===== config.mk =====
export PLATFORM = sky130hd
export DESIGN_NAME = vpage_xlate
export DESIGN_NICKNAME = d
export VERILOG_FILES = /design/src/rtl/vx_pkg.sv /design/src/rtl/vx_pte_addr.sv /design/src/rtl/vx_pte_eval.sv /design/src/rtl/vpage_xlate.sv
export SDC_FILE = /design/constraint.sdc
export NUM_CORES = 1
export LEC_CHECK = 0
export BUFFER_PORTS_ARGS = -buffer_cell sky130_fd_sc_hd__buf_2
export CAP_MARGIN = 20
export CORE_MARGIN = 2
export CORE_UTILIZATION = 40
export DETAILED_ROUTE_END_ITERATION = 12
export PLACE_DENSITY = 0.71
export SLEW_MARGIN = 30
export SYNTH_ARGS = -nofsm -noshare
export SYNTH_HDL_FRONTEND = slang
export SYNTH_HIERARCHICAL = 1
export SYNTH_SLANG_ARGS = --single-unit

===== constraint.sdc =====
create_clock -name clk -period 2.1 [get_ports clk]
set_clock_uncertainty 0.1 [all_clocks]
set_input_delay 0.105 -clock clk [delete_from_list [all_inputs] [get_ports clk]]
set_output_delay 0.105 -clock clk [all_outputs]
set_load 0.005 [all_outputs]

===== src/rtl/vx_pkg.sv =====
// Shared constants and types for the page table translation unit.
// Assumes a 32-bit address space, 4 KB pages and 4-byte table entries.
package vx_pkg;
    parameter int VA_W   = 32;              // virtual and physical address width
    parameter int OFF_W  = 12;              // page offset width (4 KB pages)
    parameter int PTE_W  = 32;              // table entry width
    parameter int PPN_W  = 20;              // physical page number width in entry
    parameter int V_BIT  = 31;              // entry present flag
    parameter int R_BIT  = 30;              // entry referenced flag
    parameter int D_BIT  = 29;              // entry modified flag
    localparam int VPN_W  = VA_W - OFF_W;   // virtual page number width
    localparam int ENT_SH = $clog2(PTE_W / 8); // byte shift per entry

    typedef enum logic [2:0] {
        S_IDLE,
        S_ISSUE,
        S_WAIT,
        S_WB,
        S_RESP
    } walk_state_t;
endpackage


===== src/rtl/vx_pte_addr.sv =====
// Entry address generator: forms the byte address of a table entry from the
// table base and the virtual page number. Purely combinational.
module vx_pte_addr
    import vx_pkg::*;
(
    input  logic [VA_W-1:0] base,
    input  logic [VA_W-1:0] vaddr,
    output logic [VA_W-1:0] ent_addr
);
    logic [VPN_W-1:0] vpn;

    // Scale the page number by the entry size and add the base.
    always_comb begin
        vpn      = vaddr[VA_W-1:OFF_W];
        ent_addr = base + (VA_W'(vpn) << ENT_SH);
    end
endmodule


===== src/rtl/vx_pte_eval.sv =====
// Entry evaluator: decides fault, builds the flag-updated entry and flags
// whether a write-back is needed. Purely combinational.
module vx_pte_eval
    import vx_pkg::*;
(
    input  logic [PTE_W-1:0] ent,
    input  logic             is_wr,
    output logic             miss,
    output logic             upd,
    output logic [PTE_W-1:0] ent_new,
    output logic [PPN_W-1:0] ppn
);
    // Set referenced always, modified on stores; write back only on change.
    always_comb begin
        ent_new        = ent;
        ent_new[R_BIT] = 1'b1;
        if (is_wr) begin
            ent_new[D_BIT] = 1'b1;
        end
        miss = !ent[V_BIT];
        upd  = !miss && (ent_new != ent);
        ppn  = ent[PPN_W-1:0];
    end
endmodule


===== src/rtl/vpage_xlate.sv =====
// Single-level page table walker. Accepts one translation at a time, reads
// the entry, returns the physical address or a fault, and writes the entry
// back when its referenced/modified flags change. Assumes the memory returns
// exactly one mem_rvalid per mem_rd_en, at any latency of one cycle or more.
module vpage_xlate
    import vx_pkg::*;
(
    input  logic             clk,
    input  logic             rst_n,
    input  logic             req_valid,
    output logic             req_ready,
    input  logic [VA_W-1:0]  req_vaddr,
    input  logic             req_write,
    input  logic [VA_W-1:0]  tbl_base,
    output logic             rsp_valid,
    output logic [VA_W-1:0]  rsp_paddr,
    output logic             rsp_fault,
    output logic             mem_rd_en,
    output logic             mem_wr_en,
    output logic [VA_W-1:0]  mem_addr,
    output logic [PTE_W-1:0] mem_wdata,
    input  logic             mem_rvalid,
    input  logic [PTE_W-1:0] mem_rdata
);
    walk_state_t      state;
    logic [VA_W-1:0]  va_q;
    logic [VA_W-1:0]  base_q;
    logic             wr_q;
    logic [PTE_W-1:0] ent_new_q;
    logic [VA_W-1:0]  paddr_q;
    logic             fault_q;

    logic [VA_W-1:0]  ent_addr;
    logic             ev_miss;
    logic             ev_upd;
    logic [PTE_W-1:0] ev_new;
    logic [PPN_W-1:0] ev_ppn;

    vx_pte_addr u_addr (
        .base     (base_q),
        .vaddr    (va_q),
        .ent_addr (ent_addr)
    );

    vx_pte_eval u_eval (
        .ent     (mem_rdata),
        .is_wr   (wr_q),
        .miss    (ev_miss),
        .upd     (ev_upd),
        .ent_new (ev_new),
        .ppn     (ev_ppn)
    );

    // Walk sequencer: accept, read, evaluate, optional write-back, respond.
    always_ff @(posedge clk) begin
        if (!rst_n) begin
            state     <= S_IDLE;
            va_q      <= '0;
            base_q    <= '0;
            wr_q      <= 1'b0;
            ent_new_q <= '0;
            paddr_q   <= '0;
            fault_q   <= 1'b0;
        end else begin
            case (state)
                S_IDLE: begin
                    if (req_valid) begin
                        va_q   <= req_vaddr;
                        base_q <= tbl_base;
                        wr_q   <= req_write;
                        state  <= S_ISSUE;
                    end
                end
                S_ISSUE: state <= S_WAIT;
                S_WAIT: begin
                    if (mem_rvalid) begin
                        ent_new_q <= ev_new;
                        fault_q   <= ev_miss;
                        paddr_q   <= ev_miss ? '0 : {ev_ppn, va_q[OFF_W-1:0]};
                        state     <= ev_upd ? S_WB : S_RESP;
                    end
                end
                S_WB:    state <= S_RESP;
                S_RESP:  state <= S_IDLE;
                default: state <= S_IDLE;
            endcase
        end
    end

    // Port drive derived from the sequencer state.
    always_comb begin
        req_ready = (state == S_IDLE);
        mem_rd_en = (state == S_ISSUE);
        mem_wr_en = (state == S_WB);
        rsp_valid = (state == S_RESP);
        mem_addr  = ent_addr;
        mem_wdata = ent_new_q;
        rsp_paddr = paddr_q;
        rsp_fault = fault_q;
    end
endmodule


==> key figures <==
Finish
  – Area of the multi-input gates: around 3700 µm²
  – Most common cell after layout, fill and taps aside: buf_2
  – Syn-to-layout area delta: 43.1%
  – Post-route cell area: 9920 µm²
  – Fin util: 0.579
  – Commonest cells after routing, fill and taps aside: buf_2, nand2_1, dfxtp_1
  – Final #Nets: between 1000 and 1500
  – Number of fill cells: 1464
  – Share of cells above drive strength 1: 0.306
  – Reg area: ~2700 µm²
  – # diodes: 0

Clocking
  – CTS tree: done
  – CTS root buf: clkbuf_16
  – Clock transition at path regs: 60 ps
  – Clk sink count: between 100 and 150
  – Clk_lat worst skew: 410 ps
  – Clk buf depth: 2
  – Clock H-tree levels: 4
  – Cts bufs inserted: 17

Place
  – Gpl congestion: 0.875
  – Pre-CTS setup slack: -341 ps
  – Dpl cell area: 8020 µm²
  – Dpl hpwl: between 10 and 15 mm
  – IO buf count: 201

Yosys
  – Syn_nets: approximately 1000
  – Async S/R FF share, synth: 0
  – Synth unique cells: 56
  – Synthesized area per cell: 7.88 µm²
  – Post-Syn Area: 6930 µm²
  – Post-synth EDFFs: 0
  – Top_reg_cell synth: dfxtp_1
  – Synth area leaders: dfxtp_1, nand2_1, o21ai_0, nand3_1, buf_4
  – Yosys reg bits: 133
  – Synth area leader: dfxtp_1
  – Syn. warnings: 6
  – Top cell type's share of synthesized area: 0.384
  – Post-synthesis sequential area ratio: 0.384
  – Post-synthesis cell count: 880

Timing
  – Period minus WS final: ~3000 ps
  – RSZ-0062 raised after global routing: yes
  – Crit share post-route: 1.40
  – Fin Setup TNS: -14210 ps
  – Fmax: 0.339 GHz
  – Pins Over Slew Limit: 0
  – Rel. slew slack: 0.648
  – Worst slew pin tran: 527 ps
  – Setup Viol. Count Final: 27
  – Hold Vio Cnt, Final: 0
  – Final setup margin: -850 ps

Worst setup path
  – Type of origin of the critical path: flip-flop
  – Peak fanout along the critical path: 5
  – Worst Setup Path Type: flip-flop to primary output
  – CP Capture Type: primary output
  – CP required: 1890 ps
  – Critical Path AT: 2750 ps

Global route
  – Grt ovf: 0
  – Number of global-route vias before repair: 6687
  – Largest net degree at the start of global routing: 131
  – Initial antenna violation count: 0
  – First-pass GRT wire length: about 32 mm
  – All-Layer GR Usage: 0.213

Route
  – Drt total wl: just over 20 mm
  – DRC violations left: 0
  – Via count: 7071
  – Via/cell ratio: 5.09
  – DR iter-0 viols: 405
  – DRT Pass-1 Iters: 6
  – Routed WL per cell: 14.8 µm
  – Antenna-violating nets left: 0

Pwr
  – Lkg Pwr: 4.25 nW
  – Peak VDD IR: 0.000497 V
  – Total Power: approximately 7 mW
  – Pwr dens: 708 nW/µm²

Die
  – Floorplan row count: 48
  – Die W: 136 µm
  – Die area: 18400 µm²
  – Io pins: 202
  – Core Footprint: roughly 17000 µm²
  – Die H: between 100 and 150 µm
  – Starting density of the core: 0.405

Flow run
  – # Max-Cap Violations: 0

Status
  – Status: finished, violations left
  – Failing checks: setup timing

Worst hold path
  – Min-Delay Path Class: input pin to flip-flop
==> sequential cells by signal, summed over array words and instances, names as in the netlist <==
| signal | count |
|---|---|
| state | 3 |
| base_q | 32 |
| rsp_fault | 1 |
| wr_q | 1 |
| rsp_paddr | 32 |
| va_q | 32 |
| mem_wdata | 32 |
==> kinds of logic after synthesis <==
group / Yosys count / share of synthesized area
AO/OA/AOI/OAI: 210 / 0.170
XOR/XNOR: 21 / 0.0265
adder cells (fa/ha/maj): 21 / 0.0390
buffers and inverters: 137 / 0.121
flip-flops: 133 / 0.384
other: 1 / 0.000541
AND/OR/NAND/NOR: 357 / 0.259
==> report_power, final <==
group	internal (mW)	switching, mW	total [mW]	leakage (nW)
sequential	2.65	0.0931	2.74	1.09
clock	1.93	1.12	3.05	0.304
combinational	0.620	0.607	1.23	2.87
==> what timing repair did <==
| item | CTS | global route |
|---|---|---|
| buffers inserted | 3 | 8 |
| setup endpoints to repair | 26 | 26 |
| pin swaps | 12 | 24 |
| endpoints found under the hold margin | 120 | 0 |
| hold buffers | 98 | 0 |
| resized for setup | 26 | 18 |
==> worst paths after layout <==
path	from	end	slack [ps]	cells after the start
setup / recovery	va_q[12]	mem_addr[30]	-850	10
hold / removal	rst_n	rsp_paddr[30]	50	3
setup reg to reg	state[0]	va_q[18]	410	4
hold reg to reg	mem_wdata[28]	mem_wdata[28]	340	2
==> metal layers <==
metal | vias up | track usage | part of all wire
li1 | 3559 | - | -
met1 | 3221 | 0.261 | 0.43
met2 | 247 | 0.352 | 0.48
met3 | 44 | 0.0591 | 0.064
met4 | 0 | 0.0856 | 0.026
met5 | - | 0 | 0
==> layout make-up <==
class	count	area share
clock buffers	20	0.0460
clock inverters	12	0.0155
inverters	16	0.00606
multi-input cells	610	0.371
flip-flops and latches	133	0.269
well taps	225	0.0284
repair buffers	372	0.264
==> stage by stage <==
| stage | std cells | hold WS [ps] |
|---|---|---|
| after floorplan | 880 | 135 |
| after global placement | 1250 | 219 |
| after detailed placement | 1250 | 227 |
| after CTS | 1382 | 53.1 |
| after global routing | 1388 | 66.0 |
| final | 1388 | 45.2 |
==> worst max-delay path: stages (launching register included) <==
cell      delay (ps)
dfxtp_2          360
ha_4             140
inv_2             40
fa_2             340
nor2b_2          180
o2111a_1         260
o31a_1           290
o211ai_4         160
a211oi_2         260
xor2_1           170
buf_2            140
==> synth_stat cells, types with 2 or more instances <==
library cell and instances:
nand2_1 155, dfxtp_1 133, o21ai_0 113, nand3_1 112
buf_4 60, clkbuf_1 33, nand4b_1 32, o21ai_1 30
a21oi_1 25, ha_1 20, inv_1 16, nor3_1 13
buf_2 12, buf_6 11, nor2_1 11, xor2_1 11
xnor2_1 10, nand2b_1 9, o211ai_1 6, a211oi_1 4
a21o_1 4, a31oi_1 4, and3_1 4, buf_1 4
a21oi_2 3, nand4_1 3, o21bai_1 3, or2_1 3
a21boi_0 2, a311oi_1 2, and2_1 2, nor2b_1 2
nor3b_1 2, nor4b_1 2, o21a_1 2, o311ai_1 2
Power figures use the tool's default switching activity.
